$ cat config.mk
export PLATFORM = sky130hd
export DESIGN_NAME = fcmp_fcc_unit
export DESIGN_NICKNAME = d
export VERILOG_FILES = /design/src/rtl/fcmp_pkg.sv /design/src/rtl/fcmp_classify.sv /design/src/rtl/fcmp_order.sv /design/src/rtl/fcmp_fcc_merge.sv /design/src/rtl/fcmp_fcc_unit.sv
export SDC_FILE = /design/constraint.sdc
export NUM_CORES = 1
export LEC_CHECK = 0
export BUFFER_PORTS_ARGS = -buffer_cell sky130_fd_sc_hd__buf_2
export CORE_ASPECT_RATIO = 0.6
export CORE_MARGIN = 2
export CORE_UTILIZATION = 45
export CTS_CLUSTER_SIZE = 28
export DETAILED_ROUTE_END_ITERATION = 6
export PLACE_DENSITY = 0.85
export SLEW_MARGIN = 10
export SYNTH_ARGS = -nofsm -noshare
export SYNTH_HDL_FRONTEND = slang
export SYNTH_SLANG_ARGS = --single-unit
$ cat constraint.sdc
create_clock -name clk -period 2.9 [get_ports clk]
set_input_delay 0.435 -clock clk [delete_from_list [all_inputs] [get_ports clk]]
set_output_delay 0.435 -clock clk [all_outputs]
set_load 0.05 [all_outputs]
$ cat src/rtl/fcmp_pkg.sv
// Package fcmp_pkg: result codes, exception layout and condition-code field
// positions shared by the compare unit and its checker.
package fcmp_pkg;
    typedef enum logic [1:0] {
        REL_EQ = 2'd0,
        REL_LT = 2'd1,
        REL_GT = 2'd2,
        REL_UN = 2'd3
    } rel_e;

    localparam int EXC_W       = 5;
    localparam int EXC_INVALID = 4;
    localparam int FCC_FIELDS  = 4;

    // Low bit of the condition-code field chosen by sel.
    function automatic int fcc_lsb(input logic [1:0] sel);
        return (sel == 2'd0) ? 10 : 30 + 2 * int'(sel);
    endfunction
endpackage

$ cat src/rtl/fcmp_classify.sv
// Module fcmp_classify: splits one operand into sign and magnitude and
// flags NaN, signalling NaN and zero.
// Assumes IEEE binary layout {sign, exponent, fraction}, with the fraction
// MSB acting as the quiet bit.
module fcmp_classify #(
    parameter int EXP_W  = 8,
    parameter int FRAC_W = 23,
    localparam int MAG_W = EXP_W + FRAC_W
) (
    input  logic [MAG_W:0]   op,
    output logic             sign,
    output logic [MAG_W-1:0] mag,
    output logic             is_nan,
    output logic             is_snan,
    output logic             is_zero
);
    logic [EXP_W-1:0]  exp_f;
    logic [FRAC_W-1:0] frac_f;

    // Field split and classification of the operand.
    always_comb begin
        sign    = op[MAG_W];
        mag     = op[MAG_W-1:0];
        exp_f   = op[MAG_W-1 -: EXP_W];
        frac_f  = op[FRAC_W-1:0];
        is_nan  = (&exp_f) && (|frac_f);
        is_snan = is_nan && !frac_f[FRAC_W-1];
        is_zero = (mag == '0);
    end
endmodule

$ cat src/rtl/fcmp_order.sv
// Module fcmp_order: turns two classified operands into a relation code.
// Uses sign-magnitude order: mixed signs decide on sign, equal signs
// compare magnitude and invert the result for negatives. Two zeros of any
// sign are equal, and any NaN gives unordered.
module fcmp_order
    import fcmp_pkg::*;
#(
    parameter int MAG_W = 31
) (
    input  logic             sign_a,
    input  logic             sign_b,
    input  logic [MAG_W-1:0] mag_a,
    input  logic [MAG_W-1:0] mag_b,
    input  logic             zero_a,
    input  logic             zero_b,
    input  logic             nan_a,
    input  logic             nan_b,
    output rel_e             rel
);
    logic mag_lt;
    logic mag_eq;

    // Relation decision with priority NaN, zeros, sign, magnitude.
    always_comb begin
        mag_lt = (mag_a < mag_b);
        mag_eq = (mag_a == mag_b);
        if (nan_a || nan_b)
            rel = REL_UN;
        else if (zero_a && zero_b)
            rel = REL_EQ;
        else if (sign_a != sign_b)
            rel = sign_a ? REL_LT : REL_GT;
        else if (mag_eq)
            rel = REL_EQ;
        else if (mag_lt ^ sign_a)
            rel = REL_LT;
        else
            rel = REL_GT;
    end
endmodule

$ cat src/rtl/fcmp_fcc_merge.sv
// Module fcmp_fcc_merge: places a 2-bit code into one of the four
// condition-code fields of the status word and keeps every other bit.
// Assumes STAT_W >= 38 so that the highest field fits.
module fcmp_fcc_merge
    import fcmp_pkg::*;
#(
    parameter int STAT_W = 64
) (
    input  logic [STAT_W-1:0] stat_in,
    input  logic [1:0]        sel,
    input  rel_e              rel,
    output logic [STAT_W-1:0] stat_out
);
    // Copy the word, then overwrite the selected field.
    always_comb begin
        stat_out = stat_in;
        for (int g = 0; g < FCC_FIELDS; g++) begin
            if (sel == 2'(g))
                stat_out[fcc_lsb(2'(g)) +: 2] = rel;
        end
    end
endmodule

$ cat src/rtl/fcmp_fcc_unit.sv
// Module fcmp_fcc_unit: top of the compare. Classifies both operands,
// orders them, decides invalid-operation and registers the merged status
// word and exception vector one cycle after start, with a done pulse.
// Assumes both operands share one format, given by EXP_W and FRAC_W.
module fcmp_fcc_unit
    import fcmp_pkg::*;
#(
    parameter int EXP_W  = 8,
    parameter int FRAC_W = 23,
    parameter int STAT_W = 64,
    localparam int MAG_W = EXP_W + FRAC_W,
    localparam int OP_W  = MAG_W + 1
) (
    input  logic              clk,
    input  logic              rst_n,
    input  logic              start_i,
    input  logic              signal_i,
    input  logic [1:0]        fcc_sel_i,
    input  logic [OP_W-1:0]   op_a_i,
    input  logic [OP_W-1:0]   op_b_i,
    input  logic [STAT_W-1:0] stat_i,
    output logic [STAT_W-1:0] stat_o,
    output logic [EXC_W-1:0]  exc_o,
    output logic              done_o
);
    logic             sign_a, sign_b;
    logic [MAG_W-1:0] mag_a, mag_b;
    logic             nan_a, nan_b, snan_a, snan_b, zero_a, zero_b;
    rel_e             rel;
    logic [STAT_W-1:0] stat_nxt;
    logic [EXC_W-1:0]  exc_nxt;

    fcmp_classify #(.EXP_W(EXP_W), .FRAC_W(FRAC_W)) u_cls_a (
        .op(op_a_i), .sign(sign_a), .mag(mag_a),
        .is_nan(nan_a), .is_snan(snan_a), .is_zero(zero_a)
    );

    fcmp_classify #(.EXP_W(EXP_W), .FRAC_W(FRAC_W)) u_cls_b (
        .op(op_b_i), .sign(sign_b), .mag(mag_b),
        .is_nan(nan_b), .is_snan(snan_b), .is_zero(zero_b)
    );

    fcmp_order #(.MAG_W(MAG_W)) u_ord (
        .sign_a(sign_a), .sign_b(sign_b), .mag_a(mag_a), .mag_b(mag_b),
        .zero_a(zero_a), .zero_b(zero_b), .nan_a(nan_a), .nan_b(nan_b),
        .rel(rel)
    );

    fcmp_fcc_merge #(.STAT_W(STAT_W)) u_merge (
        .stat_in(stat_i), .sel(fcc_sel_i), .rel(rel), .stat_out(stat_nxt)
    );

    // Invalid-operation: any unordered signalling compare, or any sNaN.
    always_comb begin
        exc_nxt = '0;
        exc_nxt[EXC_INVALID] = (rel == REL_UN) && (signal_i || snan_a || snan_b);
    end

    // Result registers: capture on start, hold otherwise, pulse done.
    always_ff @(posedge clk) begin
        if (!rst_n) begin
            stat_o <= '0;
            exc_o  <= '0;
            done_o <= 1'b0;
        end else begin
            done_o <= start_i;
            if (start_i) begin
                stat_o <= stat_nxt;
                exc_o  <= exc_nxt;
            end
        end
    end
endmodule

==> impl_metrics.env, run 1 <==
export IMPL_place_area_sq_um=4770
export IMPL_synth_edf_count=0
export IMPL_routedWlPerCell_um=15.0
export IMPL_wl_um=10500
export IMPL_drv_slew=0
export IMPL_core_area_sq_um=7910
export IMPL_slowest_delay_ns=0.39
export IMPL_crit_slowest_cell="nor4_4"
export IMPL_initial_core_util_pct=46.6
export IMPL_io_buffers=199
export IMPL_cts_setup_buffers=0
export IMPL_cp_buffers_inverters=2
export IMPL_fin_skew_ns=0
export IMPL_dp_slack_ns=0.231
export IMPL_critPathCaptureType="flip-flop"
export IMPL_critical_path_class="in2reg"
export IMPL_power_density_nw_per_um2=529
export IMPL_syn_area_sq_um=3690
export IMPL_worstPathCellList="buf_2 > inv_1 > ha_1 > nand4_2 > nor4_4 > a21boi_0 > a22o_2 > o311ai_4 > a31oi_1 > a31o_1"
export IMPL_total_power_uw=2670
export IMPL_core_rowCount=25
export IMPL_hold_violations=0
export IMPL_yosysWarnings=0
export IMPL_holdBufCountCts=0
export IMPL_drtPass1Iterations=4
export IMPL_cts_htree_levels=3
export IMPL_cp_top_family="compound AO/OA/AOI/OAI gates"
export IMPL_fp_dieW_um=121
export IMPL_cp_max_fo=4
export IMPL_setup_slack_ns=0.520
export IMPL_fmax_mhz=420
export IMPL_cts_buffers_inserted=9
export IMPL_die_h_um=74.1
export IMPL_synthArstFlopShare_pct=0
export IMPL_clock_path_buffers=2
export IMPL_fin_util_pct=63.9
export IMPL_fin_area_sq_um=5050
export IMPL_yosysUniqueCellTypes=45
export IMPL_fin_crit_sh_pct=82.1
export IMPL_critPathRequiredTime_ns=3.11
export IMPL_routed_top_layer="met4"
export IMPL_yosysSeqAreaShare_pct=35.8
export IMPL_worst_r2r_setup_slack_ns=2.17
export IMPL_slew_headroom_pct=66.4
export IMPL_syn_avg_cell_area_sq_um=9.51
export IMPL_clock_latency_ns=0.32
export IMPL_fin_crit_ns=2.38
export IMPL_routed_via_density=5.13
export IMPL_final_layout_size_suffix_gt1_share_pct=38.5
export IMPL_antenna_found_initial=0
export IMPL_grt_start_max_net_pins=52
export IMPL_final_common_cell="buf_2"
export IMPL_path_clk_slew_ns=0.05
export IMPL_route_met3_wl_um=689
export IMPL_cts_root_buffer="clkbuf_16"
export IMPL_startpoint_type="input pin"
export IMPL_nets=750
export IMPL_yosys_register_bits=66
export IMPL_place_congestion=0.957
export IMPL_hold_class="in2reg"
export IMPL_tritoncts="yes"
export IMPL_rsz0062_at_grt="false"
export IMPL_synth_flop_cell="dfxtp_1"
export IMPL_cts_resized=0
export IMPL_drc_errors=0
export IMPL_worst_ep_arrival_time_ns=2.59
export IMPL_syn2layout_area_growth_pct=37.0
export IMPL_dr_first_iter_drc_count=150
export IMPL_vias=3576
export IMPL_clock_sinks=66
export IMPL_final_cell_mix="buf_2, dfxtp_1, nor2b_1, mux2i_1, inv_1"
export IMPL_tightest_slew_ns=0.504
export IMPL_grt_usage_pct=22.9
export IMPL_synth_cells=388
export IMPL_p_leak_uw=0.00267
export IMPL_status="completed"
export IMPL_ios=204
export IMPL_die_area_sq_um=8960
export IMPL_fill_cells=674
export IMPL_diodes=0
export IMPL_vdd_drop_max_mv=0.381
export IMPL_met2_wirelength_um=5020
export IMPL_overflow=0
export IMPL_hpwl_um=8690
export IMPL_drv_cap=0
export IMPL_grt_pass1_wl_um=16300
export IMPL_setup_viol=0
export IMPL_tns_ns=0
export IMPL_antenna_left=0
export IMPL_m1WireLength_um=4610
export IMPL_first_global_vias=3489
-- Yosys cell counts, types with 2 or more instances --
| library cell | instances | share of area, % |
|---|---|---|
| a31o_1 | 4 | 0.95 |
| o311ai_4 | 2 | 1.4 |
| dfxtp_1 | 66 | 36 |
| nand3_1 | 3 | 0.41 |
| nor2b_1 | 62 | 11 |
| ha_1 | 31 | 11 |
| and4_1 | 2 | 0.47 |
| a31oi_1 | 8 | 1.4 |
| a41oi_1 | 2 | 0.47 |
| a21o_1 | 2 | 0.41 |
| inv_1 | 36 | 3.7 |
| nand4_2 | 3 | 1.0 |
| buf_4 | 4 | 0.81 |
| nor3_1 | 2 | 0.27 |
| nand2_1 | 8 | 0.81 |
| o21ai_0 | 14 | 1.9 |
| o21a_1 | 6 | 1.2 |
| and2_1 | 2 | 0.34 |
| buf_1 | 2 | 0.20 |
| a21oi_1 | 9 | 1.2 |
| nand4_1 | 9 | 1.5 |
| buf_2 | 3 | 0.41 |
| nor4_1 | 14 | 2.4 |
| mux2i_1 | 56 | 15 |
| nor2_1 | 8 | 0.81 |
| a211oi_1 | 2 | 0.41 |
| clkbuf_1 | 10 | 1.0 |
-- kinds of logic (layout without fill, tap and decap cells) --
kind of cell / count (synthesis) / after routing / synth area share, %
flops: 66 / 66 / 35.8
buf+inv: 55 / 253 / 6.10
mux: 56 / 56 / 15.2
compound gates: 60 / 60 / 12.0
other cells: 1 / 4 / 0.102
fa+ha+maj: 31 / 31 / 10.5
simple gates: 119 / 119 / 20.3
-- cell type report --
class / count / area (sq um) / area share, %
Sequential cell: 66 / 1320 / 26.1
Clock buffer: 12 / 246 / 4.88
Inverter: 36 / 135 / 2.67
Multi-Input combinational cell: 270 / 2150 / 42.6
Tap cell: 108 / 135 / 2.67
Timing Repair Buffer: 202 / 1020 / 20.2
Clock inverter: 3 / 40.0 / 0.792
-- report_power, final --
part	leakage [uW]	internal [uW]	switching (uW)	total (uW)
combinational	0.00198	230	420	651
sequential	0.000545	964	25.5	989
clock	0.000142	680	352	1030
total	0.00267	1870	798	2670
-- routing by layer --
layer | GRT usage [%] | vias up
met5 | 0 | -
met4 | 5.04 | 0
li1 | - | 1764
met1 | 29.5 | 1664
met3 | 5.52 | 15
met2 | 39.6 | 133
-- through the flow --
stage | std cells | hold slack [ns]
3_3_place_gp | 682 | 0.466
5_1_grt | 697 | 0.375
2_1_floorplan | 391 | 0.589
3_5_place_dp | 682 | 0.471
4_1_cts | 697 | 0.367
6_report | 697 | 0.377
-- final timing paths --
path | start | to | cells past startpoint
worst min-delay path | stat_i[54] | stat_o[54]$_SDFFE_PN0P_ | 3
worst max register to register | stat_o[35]$_SDFFE_PN0P_ | stat_o[35]$_SDFFE_PN0P_ | 2
worst max-delay path | op_b_i[10] | stat_o[36]$_SDFFE_PN0P_ | 10
worst min register to register | stat_o[36]$_SDFFE_PN0P_ | stat_o[36]$_SDFFE_PN0P_ | 1
-- worst reg2reg max path, cell delays in order (launching register included) --
cell and delay [ns]:
dfxtp_1 0.30, nor2b_1 0.13, o21a_1 0.19
-- sequential cells by signal, indices dropped and copies added, names as in the netlist --
register / flops
stat_o: 64
done_o: 1
exc_o: 1
No activity file was read; power rests on OpenSTA's default activity.
==> run 2: changes to the inputs <==
==> constraint.sdc (replaced) <==
create_clock -name clk -period 2.35 [get_ports clk]
set_input_delay 0.3525 -clock clk [delete_from_list [all_inputs] [get_ports clk]]
set_output_delay 0.3525 -clock clk [all_outputs]
set_load 0.05 [all_outputs]
==> run 2 against run 1 <==
Non-clock buffer count rose by 15. Setup slack got worse by 0.42 ns. Core utilization rose by 1.7 points. Worst hold slack worse by 0.090 ns. Register-to-register slack lost 0.54 ns. Routed wire length is 2.8% higher. Clock power is 28% higher. Sequential share of layout area shrank 0.66 points. Critical path type unchanged. Largest cell class unchanged. Highest routed layer unchanged.
==> impl_metrics.env, run 2 (synthesis results as in run 1) <==
export IMPL_grt_pass1_wl_um=16800
export IMPL_die_area_sq_um=8960
export IMPL_final_cell_mix="buf_2, dfxtp_1, nor2b_1, mux2i_1, inv_1"
export IMPL_largest_register="stat_o"
export IMPL_drtPass1Iterations=4
export IMPL_routed_via_density=5.11
export IMPL_fin_skew_ns=0
export IMPL_fin_crit_ns=2.24
export IMPL_antenna_found_initial=0
export IMPL_dp_cells=697
export IMPL_drv_cap=0
export IMPL_diodes=0
export IMPL_reg_top3="stat_o (64), done_o (1), exc_o (1)"
export IMPL_hpwl_um=8830
export IMPL_drc_errors=0
export IMPL_nets=765
export IMPL_fin_crit_sh_pct=95.5
export IMPL_power_density_nw_per_um2=648
export IMPL_cts_buffers_inserted=9
export IMPL_setup_slack_ns=0.105
export IMPL_dr_first_iter_drc_count=150
export IMPL_critPathRequiredTime_ns=2.56
export IMPL_fmax_mhz=446
export IMPL_netSwitchingPower_uw=1020
export IMPL_syn2layout_area_growth_pct=40.5
export IMPL_die_h_um=74.1
export IMPL_final_common_cell="buf_2"
export IMPL_clkPwrFrac_pct=39.2
export IMPL_fp_dieW_um=121
export IMPL_routedWlPerCell_um=15.1
export IMPL_comb_power_share_pct=24.5
export IMPL_io_buffers=199
export IMPL_critPathCaptureType="flip-flop"
export IMPL_hold_class="in2reg"
export IMPL_core_rowCount=25
export IMPL_critical_path_class="in2reg"
export IMPL_worst_ep_arrival_time_ns=2.46
export IMPL_clock_path_buffers=2
export IMPL_holdBufCountCts=0
export IMPL_hold_violations=0
export IMPL_ios=204
export IMPL_tritoncts="yes"
export IMPL_cts_setup_buffers=0
export IMPL_status="completed"
export IMPL_place_congestion=1.05
export IMPL_wl_um=10800
export IMPL_core_area_sq_um=7910
export IMPL_tightest_slew_ns=0.549
export IMPL_overflow=0
export IMPL_power_frac_seq_pct=36.3
export IMPL_cts_htree_levels=3
export IMPL_vias=3642
export IMPL_slew_headroom_pct=63.4
export IMPL_vdd_drop_max_mv=0.487
export IMPL_grt_usage_pct=24.0
export IMPL_clock_sinks=66
export IMPL_cts_resized=0
export IMPL_initial_core_util_pct=46.6
export IMPL_dp_slack_ns=-0.177
export IMPL_path_clk_slew_ns=0.05
export IMPL_startpoint_type="input pin"
export IMPL_grt_start_max_net_pins=52
export IMPL_drv_slew=0
export IMPL_setup_viol=0
export IMPL_internal_power_uw=2340
export IMPL_first_global_vias=3538
export IMPL_antenna_left=0
export IMPL_p_leak_uw=0.00274
export IMPL_rsz0062_at_grt="false"
export IMPL_cp_max_fo=4
export IMPL_largest_register_ffs=64
export IMPL_final_cells=713
export IMPL_final_layout_size_suffix_gt1_share_pct=40.5
export IMPL_cts_root_buffer="clkbuf_16"
export IMPL_sw_frac_of_total_pct=30.5
export IMPL_clock_latency_ns=0.32
## run 2: cell count changes in the layout (fill, tap and decap cells not counted)
| cell | delta |
|---|---|
| clkbuf_1 | -2 |
| clkinv_4 | +1 |
| clkinvlp_4 | +3 |
| clkinv_2 | -1 |
| buf_4 | +15 |
## run 2: through the flow
stage                     cell area, sq um  hold slack [ns]  total power, uW  setup TNS [ns]  util, %
after global routing                  5180            0.288             3520               0     65.5
after floorplan                       3700            0.506             1780               0        -
after global placement                4880            0.463             2030          -0.638     61.7
after detailed placement              4880            0.469             2060           -1.30     61.7
after CTS                             5180            0.278             3390               0     65.5
final                                 5180            0.287             3360               0     65.5
## run 2: worst max-delay path: stages
cell      delay, ns
buf_2          0.09
inv_1          0.04
ha_1           0.30
nand4_2        0.19
nor4_4         0.39
nand2_1        0.12
a22o_2         0.30
o311ai_4       0.32
a31oi_1        0.15
a31o_1         0.21
## run 2: path summary, 6_finish.rpt
check                          startpoint                 endpoint  slack [ns]  cells past startpoint
setup / recovery               op_b_i[12]  stat_o[10]$_SDFFE_PN0P_        0.11                     10
hold / removal                 stat_i[45]  stat_o[45]$_SDFFE_PN0P_        0.29                      3
setup reg to reg  stat_o[11]$_SDFFE_PN0P_  stat_o[11]$_SDFFE_PN0P_        1.63                      2
hold reg to reg     exc_o[4]$_SDFFE_PN0P_    exc_o[4]$_SDFFE_PN0P_        0.48                      2
## run 2: power groups by stage
stage                     clock network (uW)  registers [uW]  logic [uW]
after floorplan                            0            1480         299
after global placement                     0            1240         793
after detailed placement                   0            1240         820
after CTS                               1350            1220         823
after global routing                    1400            1230         889
final                                   1320            1220         825
## run 2: final cells by class
class                   instances  area, sq um
clock buffers                  10          239
clock inverters                 6         66.3
fillers                       639         2730
inverters                      36          135
multi-input cells             270         2150
flip-flops and latches         66         1320
well taps                     108          135
repair buffers                217         1130
## run 2: metal layers
metal	up-vias	share of wire [%]	track usage, %
met2	141	50	42.8
met3	18	6.6	6.75
met5	-	0	0
met1	1685	42	28.8
met4	0	1.7	7.24
li1	1798	-	-
